===== src/rtl/dmd_pkg.sv =====
package dmd_pkg;

   // Prescaler ratio selected by the modulus-control output.
   typedef enum logic {
      RATIO_P_PLUS_1 = 1'b0,
      RATIO_P        = 1'b1
   } ratio_sel_e;

   // Default widths for the two counters.
   localparam int unsigned DMD_N_W = 10;
   localparam int unsigned DMD_A_W = 7;

   // Largest value a counter of the given width can hold.
   function automatic int unsigned dmd_max_val(input int unsigned w);
      return (1 << w) - 1;
   endfunction

endpackage


===== src/rtl/dmd_fin_edge.sv =====
module dmd_fin_edge #(
   parameter int unsigned SYNC_STAGES   = 2,
   parameter bit          COUNT_FALLING = 1'b0
) (
   input  logic clk,
   input  logic rst_n,
   input  logic fin,
   output logic hit
);

   if (SYNC_STAGES > 4) begin : g_bad_sync
      $error("dmd_fin_edge: SYNC_STAGES must be 0..4");
   end

   logic [SYNC_STAGES:0] chain;
   logic                 lvl;
   logic                 prev_q;

   assign chain[0] = fin;

   for (genvar i = 0; i < SYNC_STAGES; i++) begin : g_sync
      always_ff @(posedge clk or negedge rst_n) begin
         if (!rst_n) chain[i+1] <= 1'b0;
         else        chain[i+1] <= chain[i];
      end
   end

   assign lvl = chain[SYNC_STAGES];

   always_ff @(posedge clk or negedge rst_n) begin
      if (!rst_n) prev_q <= 1'b0;
      else        prev_q <= lvl;
   end

   if (COUNT_FALLING) begin : g_fall
      assign hit = ~lvl & prev_q;
   end else begin : g_rise
      assign hit = lvl & ~prev_q;
   end

   // One count per edge: a detected edge can never last two clocks.
   p_edge_isolated_r2: assert property (@(posedge clk) disable iff (!rst_n)
      hit |=> !hit);

endmodule


===== src/rtl/dmd_ratio_shadow.sv =====
module dmd_ratio_shadow #(
   parameter int unsigned N_W   = 10,
   parameter int unsigned A_W   = 7,
   parameter int unsigned DEF_N = 10,
   parameter int unsigned DEF_A = 0
) (
   input  logic           clk,
   input  logic           rst_n,
   input  logic           prog_load,
   input  logic [N_W-1:0] prog_n,
   input  logic [A_W-1:0] prog_a,
   output logic [N_W-1:0] pend_n,
   output logic [A_W-1:0] pend_a
);

   logic accept;

   // A write carrying a zero main ratio is dropped as a whole.
   assign accept = prog_load && (prog_n != '0);

   always_ff @(posedge clk or negedge rst_n) begin
      if (!rst_n) begin
         pend_n <= N_W'(DEF_N);
         pend_a <= A_W'(DEF_A);
      end else if (accept) begin
         pend_n <= prog_n;
         pend_a <= prog_a;
      end
   end

   p_zero_n_ignored_r9: assert property (@(posedge clk) disable iff (!rst_n)
      (prog_load && prog_n == '0) |=> ($stable(pend_n) && $stable(pend_a)));

   p_pending_nonzero_r9: assert property (@(posedge clk) disable iff (!rst_n)
      pend_n != '0);

endmodule


===== src/rtl/dmd_count_core.sv =====
module dmd_count_core
   import dmd_pkg::*;
#(
   parameter int unsigned N_W   = 10,
   parameter int unsigned A_W   = 7,
   parameter int unsigned DEF_N = 10,
   parameter int unsigned DEF_A = 0
) (
   input  logic           clk,
   input  logic           rst_n,
   input  logic           ev,
   input  logic [N_W-1:0] pend_n,
   input  logic [A_W-1:0] pend_a,
   output logic           mod_ctrl,
   output logic           fv
);

   localparam logic [N_W-1:0] N_ONE = N_W'(1);

   logic [N_W-1:0] n_cnt;
   logic [A_W-1:0] a_cnt;
   logic [A_W-1:0] a_dec;
   logic           terminal;
   ratio_sel_e     sel_q;
   logic           fv_q;

   assign terminal = ev && (n_cnt <= N_ONE);
   assign a_dec    = (a_cnt != '0) ? a_cnt - A_W'(1) : '0;

   always_ff @(posedge clk or negedge rst_n) begin
      if (!rst_n) begin
         n_cnt <= N_W'(DEF_N);
         a_cnt <= A_W'(DEF_A);
         sel_q <= (DEF_A == 0) ? RATIO_P : RATIO_P_PLUS_1;
         fv_q  <= 1'b0;
      end else begin
         fv_q <= terminal;
         if (terminal) begin
            n_cnt <= pend_n;
            a_cnt <= pend_a;
            sel_q <= (pend_a == '0) ? RATIO_P : RATIO_P_PLUS_1;
         end else if (ev) begin
            n_cnt <= n_cnt - N_ONE;
            a_cnt <= a_dec;
            sel_q <= (a_dec == '0) ? RATIO_P : RATIO_P_PLUS_1;
         end
      end
   end

   assign mod_ctrl = (sel_q == RATIO_P);
   assign fv       = fv_q;

   p_hold_without_edge_r2: assert property (@(posedge clk) disable iff (!rst_n)
      !ev |=> ($stable(n_cnt) && $stable(a_cnt)));

   p_fv_single_r6: assert property (@(posedge clk) disable iff (!rst_n)
      fv |=> !fv);

   p_mc_low_while_swallow_r3: assert property (@(posedge clk) disable iff (!rst_n)
      (ev && n_cnt > N_ONE && a_cnt > A_W'(1)) |=> !mod_ctrl);

   p_mc_high_after_swallow_r4: assert property (@(posedge clk) disable iff (!rst_n)
      (ev && n_cnt > N_ONE && a_cnt <= A_W'(1)) |=> mod_ctrl);

   p_reload_takes_pending_r8: assert property (@(posedge clk) disable iff (!rst_n)
      terminal |=> (n_cnt == $past(pend_n) && a_cnt == $past(pend_a)));

endmodule


===== src/rtl/dmd_feedback_divider.sv =====
module dmd_feedback_divider
   import dmd_pkg::*;
#(
   parameter int unsigned N_W           = DMD_N_W,
   parameter int unsigned A_W           = DMD_A_W,
   parameter int unsigned SYNC_STAGES   = 2,
   parameter bit          COUNT_FALLING = 1'b0,
   parameter int unsigned DEF_N         = 10,
   parameter int unsigned DEF_A         = 0
) (
   input  logic           clk,
   input  logic           rst_n,
   input  logic           fin,
   input  logic [N_W-1:0] prog_n,
   input  logic [A_W-1:0] prog_a,
   input  logic           prog_load,
   output logic           mod_ctrl,
   output logic           fv
);

   if (N_W < 1 || N_W > 16) begin : g_bad_nw
      $error("dmd_feedback_divider: N_W out of range");
   end
   if (A_W < 1 || A_W > 16) begin : g_bad_aw
      $error("dmd_feedback_divider: A_W out of range");
   end
   if (DEF_N < 1 || DEF_N > dmd_max_val(N_W)) begin : g_bad_defn
      $error("dmd_feedback_divider: DEF_N must be 1..2**N_W-1");
   end
   if (DEF_A > dmd_max_val(A_W)) begin : g_bad_defa
      $error("dmd_feedback_divider: DEF_A does not fit A_W");
   end

   logic           ev;
   logic [N_W-1:0] pend_n;
   logic [A_W-1:0] pend_a;

   dmd_fin_edge #(
      .SYNC_STAGES   (SYNC_STAGES),
      .COUNT_FALLING (COUNT_FALLING)
   ) u_edge (
      .clk   (clk),
      .rst_n (rst_n),
      .fin   (fin),
      .hit   (ev)
   );

   dmd_ratio_shadow #(
      .N_W   (N_W),
      .A_W   (A_W),
      .DEF_N (DEF_N),
      .DEF_A (DEF_A)
   ) u_shadow (
      .clk       (clk),
      .rst_n     (rst_n),
      .prog_load (prog_load),
      .prog_n    (prog_n),
      .prog_a    (prog_a),
      .pend_n    (pend_n),
      .pend_a    (pend_a)
   );

   dmd_count_core #(
      .N_W   (N_W),
      .A_W   (A_W),
      .DEF_N (DEF_N),
      .DEF_A (DEF_A)
   ) u_core (
      .clk      (clk),
      .rst_n    (rst_n),
      .ev       (ev),
      .pend_n   (pend_n),
      .pend_a   (pend_a),
      .mod_ctrl (mod_ctrl),
      .fv       (fv)
   );

endmodule


===== config.mk =====
export PLATFORM = sky130hd
export DESIGN_NAME = dmd_feedback_divider
export DESIGN_NICKNAME = d
export VERILOG_FILES = /design/src/rtl/dmd_pkg.sv /design/src/rtl/dmd_fin_edge.sv /design/src/rtl/dmd_ratio_shadow.sv /design/src/rtl/dmd_count_core.sv /design/src/rtl/dmd_feedback_divider.sv
export SDC_FILE = /design/constraint.sdc
export NUM_CORES = 1
export LEC_CHECK = 0
export ABC_CLOCK_PERIOD_IN_PS = 2490
export BUFFER_PORTS_ARGS = -buffer_cell sky130_fd_sc_hd__buf_4
export CELL_PAD_IN_SITES_DETAIL_PLACEMENT = 0
export CELL_PAD_IN_SITES_GLOBAL_PLACEMENT = 1
export CORE_UTILIZATION = 46
export DETAILED_ROUTE_END_ITERATION = 8
export GPL_ROUTABILITY_DRIVEN = 0
export MAX_ROUTING_LAYER = met4
export PLACE_DENSITY_LB_ADDON = 0.3
export SLEW_MARGIN = 20
export SYNTH_ARGS = -nofsm -noshare
export SYNTH_HDL_FRONTEND = slang
export SYNTH_HIERARCHICAL = 1
export SYNTH_SLANG_ARGS = --single-unit
export TNS_END_PERCENT = 20

===== constraint.sdc =====
create_clock -name clk -period 2.49 [get_ports clk]
set_input_delay 0.249 -clock clk [delete_from_list [all_inputs] [get_ports clk]]
set_output_delay 0.249 -clock clk [all_outputs]
set_load 0.05 [all_outputs]

; ---- Yosys cells after proc, flatten, opt, wreduce, memory -nomap -nowiden
; Cells that the tools add are included.
[totals]
regBits = 39
inputBits = 21
out_inout_bits = 2
wordCells = 30
[op_classes]
add_sub_neg = 2
magnitude_cmp = 1
n_mux = 9
bitwise_logic = 2
n_reduce_logical = 7
[ops]
columns = cell, n
row1 = 7-bit 2-to-1 mux, 3
row2 = 10-bit 2-to-1 mux, 2
row3 = 7-bit logical NOT, 2
row4 = 10-bit by 1-bit <= comparator with 1-bit output (second input constant), 1
row5 = 10-bit nonzero test, 1
row6 = 10-bit by 1-bit subtractor with 10-bit output (second input constant), 1
row7 = 7-bit nonzero test, 1
row8 = 7-bit by 1-bit subtractor with 7-bit output (second input constant), 1
row9 = 1-bit 2-to-1 mux, 4
row10 = 1-bit logical AND, 2
row11 = 2-bit nonzero test, 1
row12 = 1-bit AND, 1
row13 = 1-bit inverter, 1

; ---- Depth between registers and ports, before layout
[logic_depth]
depth_word = 6
depth_mapped = 8
depth_no_buf = 6

; ---- Cells and area by module
; Netlist, hierarchy kept.
[by_module_without_submodules]
columns = mod, instances, cells_per_inst, area_each_um2, seq_area_each_um2
row1 = dmd_count_core, 1, 132, 1206.2, 479.2
row2 = dmd_ratio_shadow, 1, 39, 680.7, 427.9
row3 = dmd_fin_edge, 1, 4, 88.8, 75.1

; ---- Worst setup path before layout
; Ideal clock, no wire load.
[synth_timing]
path_type = register to register
from = register u_edge.prev_q
to = register u_core.n_cnt[4]
setup_time_ns = 0.125
arrival_ns = 1.950
required_time_ns = 2.365
path_slack_ns = 0.415
stages_incl_launch_ff = 8
n_path_buf = 3
period_less_slack_ns = 2.075
cell_sequence = dfrtp_1 nor2b_4 buf_2 or3b_1 buf_2 nor4_4 buf_6 mux2_2
[synth_between]
elab_chain_len = 4
elab_cells_between_ends = 5
classes_between = mux: 1 / bitwise: 2 / reduce/logical: 2
[synth_rtl]
columns = element, line_no
row1 = start: declaration, dmd_fin_edge.sv:17  ; logic prev_q;
row2 = start signal: assignment, dmd_fin_edge.sv:32  ; else prev_q <= lvl;
row3 = 1-bit inverter *, dmd_fin_edge.sv:38  ; assign hit = lvl & ~prev_q;
row4 = 1-bit AND *, dmd_fin_edge.sv:38
row5 = via ev, dmd_feedback_divider.sv:34  ; logic ev;
row6 = 1-bit logical AND, dmd_count_core.sv:27  ; assign terminal = ev && (n_cnt <= N_ONE);
row7 = 10-bit 2-to-1 mux or 2-bit nonzero test (tied branches), -
row8 = end signal: assignment, dmd_count_core.sv:32  ; n_cnt <= N_W'(DEF_N);
row9 = end signal: assignment, dmd_count_core.sv:39  ; n_cnt <= pend_n;
row10 = end signal: assignment, dmd_count_core.sv:43  ; n_cnt <= n_cnt - N_ONE;
row11 = end: declaration, dmd_count_core.sv:20  ; logic [N_W-1:0] n_cnt;
; Mark *: on every way through the listed nets, which the timed path passes. The rest lies on a longest branch.
; A chain may end at the register's enable or synchronous reset.

; ---- Worst setup path after layout
[layout_timing]
from = register u_core.n_cnt[1]
to = register u_core.a_cnt[2]
[layout_between]
elab_chain_len = 3
elab_cells_between_ends = 4
classes_between = order compare: 1 / mux: 1 / reduce/logical: 2
[layout_rtl]
columns = element, line_no
row1 = 10-bit by 1-bit <= comparator with 1-bit output *, dmd_count_core.sv:27
row2 = 1-bit logical AND *, dmd_count_core.sv:27
row3 = 7-bit 2-to-1 mux or 2-bit nonzero test (tied branches), -
row4 = end signal: assignment, dmd_count_core.sv:33  ; a_cnt <= A_W'(DEF_A);
row5 = end signal: assignment, dmd_count_core.sv:40  ; a_cnt <= pend_a;
row6 = end: declaration, dmd_count_core.sv:21  ; logic [A_W-1:0] a_cnt;
; Mark *: on every way between the ends. The rest lies on a longest branch, timed or not.

==> metrics.yaml <==
outcome: "finished clean"
largest_net_degree_at_the_start_of_global_routing: 40
synth_most_common_cell: "sky130_fd_sc_hd__dfrtp_1"
route.final.wire_length_mm: 4.04
critical_path_peak_fanout: 27
most_common_library_cells_after_synthesis: "sky130_fd_sc_hd__dfrtp_1 (34), sky130_fd_sc_hd__o21ai_0 (14), sky130_fd_sc_hd__nand2_1 (10)"
synthTopCellsByArea: "sky130_fd_sc_hd__dfrtp_1 (43%), sky130_fd_sc_hd__dfstp_2 (6.6%), sky130_fd_sc_hd__mux2_2 (4.6%), sky130_fd_sc_hd__o21ai_0 (3.5%), sky130_fd_sc_hd__mux2_4 (3.0%)"
syn_area_per_cell_um2: 11.3
synth_largest_type_area_fraction_pct: 43.1
final_core_utilization_pct: 56.9
final_hold_viol_count: 0
dieWidth_um: 67.5
first_pass_grt_wire_length_mm: 6.87
layout-drive-gt1-share_pct: 28.9
die-height_um: 67.5
clock_tree.root_cell: "sky130_fd_sc_hd__clkbuf_8"
routed-via-count: 1431
core-area_mm2: 0.00406
fillCellCount: 354
power.density_cell_area_mw_per_mm2: 856
post_synth_net_total: 200
synthDistinctLibCells: 48
io_pins: 23
slew_headroom_pct: 48.8
crit_path_start_kind: "flop"
setup.worst_path.class: "reg2reg"
synth_seq_area_share_pct: 49.7
postSynthCellCount: 175
post_synthesis_to_final_layout_area_growth_pct: 16.8
count_of_final_setup_violators: 0
max_clock_freq_mhz: 464
yosys_warnings: 6
total_track_usage_pct: 21.4
clkTransAtPathRegs_ns: 0.08
slew_viol_final: 0
drt_iter0_drc: 57
drt_pass1_iterations: 4
post-route-period-util_pct: 86.5
cts-buffers-inserted: 5
yosys.area.top_type: "sky130_fd_sc_hd__dfrtp_1"
cellLeakagePower_nw: 0.972
synth-edff-count: 0
fp-row-count: 23
place.detailed.hpwl_mm: 2.93
worst_setup_path_end_kind: "flop"
postSynthRegisterBits: 39
cts_tree: "done"
min_period_ns: 2.15
irDropWorstVdd_v: 0.000459
timing.clock.skew_ns: 0.00458
worst_slack_ns: 0.337
synth-main-ff-cell: "sky130_fd_sc_hd__dfrtp_1"
whs_ns: 0.0692
grt_setup_unrepaired: "false"
num-nets-final: 225
place_ws_ns: 0.353
clock_latency_ns: 0.28
data_required_time_at_the_worst_endpoint_ns: 2.68
crit_arrival_ns: 2.34
worstHoldPathType: "in2reg"
initial_core_util_pct: 48.7
finalInstanceArea_mm2: 0.00231
postRouteAntennaNets: 0
num_antenna_cells: 0
reg2reg_slack_ns: 0.34
drt-vias-per-instance: 5.70
final.setup.tns_ns: 0
drv.max_cap_violation_count: 0
cts_max_path_buffers: 2
io_buffer_count: 22
cts_sinks: 39
ctsHtreeMaxLevel: 2
globalRouteOverflowTotal: 0
cell_area_after_synthesis_mm2: 0.00198
grt_antenna_before_repair: 0
route.detailed.wl_per_inst_um: 16.1
post_cts.repair.setup_buffers: 0
first_global_vias: 1390
timing_worst_slew_pin_value_ns: 0.762
dpl-instance-area_mm2: 0.00219
drcViolationCount: 0
dieArea_mm2: 0.00456
ys_async_sr_fraction_pct: 100
## cells in the final DEF (no fill, tap or decap), drive strengths merged, types with 5 or more instances in the layout
master | netlist | layout
buf | 5 | 25
a221o | 5 | 5
o21ai | 14 | 14
dfstp | 5 | 5
inv | 7 | 7
nand2 | 10 | 10
nor3 | 5 | 5
a22o | 6 | 6
nor2 | 9 | 9
clkbuf | 3 | 6
or3 | 6 | 6
dfrtp | 34 | 34
mux2 | 12 | 12
## worst max-delay path, stage by stage (launching register included)
cell and delay (ns):
sky130_fd_sc_hd__dfstp_2 0.55, sky130_fd_sc_hd__inv_1 0.06, sky130_fd_sc_hd__ha_1 0.22, sky130_fd_sc_hd__nor2_1 0.39, sky130_fd_sc_hd__nor4_4 0.12, sky130_fd_sc_hd__buf_12 0.18
sky130_fd_sc_hd__or2_2 0.32, sky130_fd_sc_hd__o221ai_1 0.20
## registers in the layout (all words and copies together) (netlist names)
| signal | cells |
|---|---|
| u_edge/chain | 1 |
| u_shadow/pend_n | 10 |
| u_core/n_cnt | 10 |
| u_core/fv | 1 |
| u_edge/lvl | 1 |
| u_edge/prev_q | 1 |
| u_core/a_cnt | 7 |
| u_shadow/pend_a | 7 |
| u_core/mod_ctrl | 1 |
## final cells by class
class                           instances  area (um2)  area share (%)
Multi-Input combinational cell        121         916            39.7
Clock buffer                            6        72.6            3.15
Timing Repair Buffer                   26         210            9.11
Sequential cell                        39         982            42.6
Clock inverter                          2        37.5            1.63
Tap cell                               50        62.6            2.71
Inverter                                7        26.3            1.14
## routing by layer
layer	GRT usage, %	part of all wire (%)	vias to the layer above
li1	-	-	704
met1	31.3	49	685
met2	29.3	45	40
met3	4.90	5.3	2
met4	5.85	0.67	0
met5	-	0	-
## worst paths after layout
path / start / to / depth (start not counted)
min: fin / u_edge/chain[1] / 1
max: u_core/n_cnt[1] / u_core/a_cnt[2] / 7
min in group asynchronous: rst_n / u_core/a_cnt[6] / 2
max in group asynchronous: rst_n / u_shadow/pend_n[3] / 2
min reg2reg: u_edge/chain[1] / u_edge/lvl / 0
max reg2reg: u_core/n_cnt[1] / u_core/a_cnt[2] / 7
## repair_timing
action / CTS / global route
hold buffers: 1 / 0
resized for setup: 0 / 0
hold endpoints to repair: 34 / 0
## per-stage QoR
stage / instances / total power [mW]
2_1_floorplan: 175 / 1.30
6_report: 251 / 1.98
3_5_place_dp: 242 / 1.46
4_1_cts: 251 / 1.99
5_1_grt: 251 / 2.11
3_3_place_gp: 242 / 1.44
## power breakdown
group	switching [mW]	leakage [nW]	total (mW)	internal [mW]
clock network	0.220	0.0514	0.519	0.299
registers	0.152	0.458	0.947	0.795
logic	0.261	0.463	0.510	0.249
## cells by family after synthesis
| group | after synthesis | share of synthesized area (%) |
|---|---|---|
| fa+ha+maj | 4 | 2.53 |
| compound gates | 44 | 17.0 |
| xor+xnor | 1 | 0.443 |
| buf+inv | 15 | 3.93 |
| flops | 39 | 49.7 |
| mux | 13 | 8.11 |
| simple gates | 59 | 18.2 |
(Power assumes the default switching activity.)
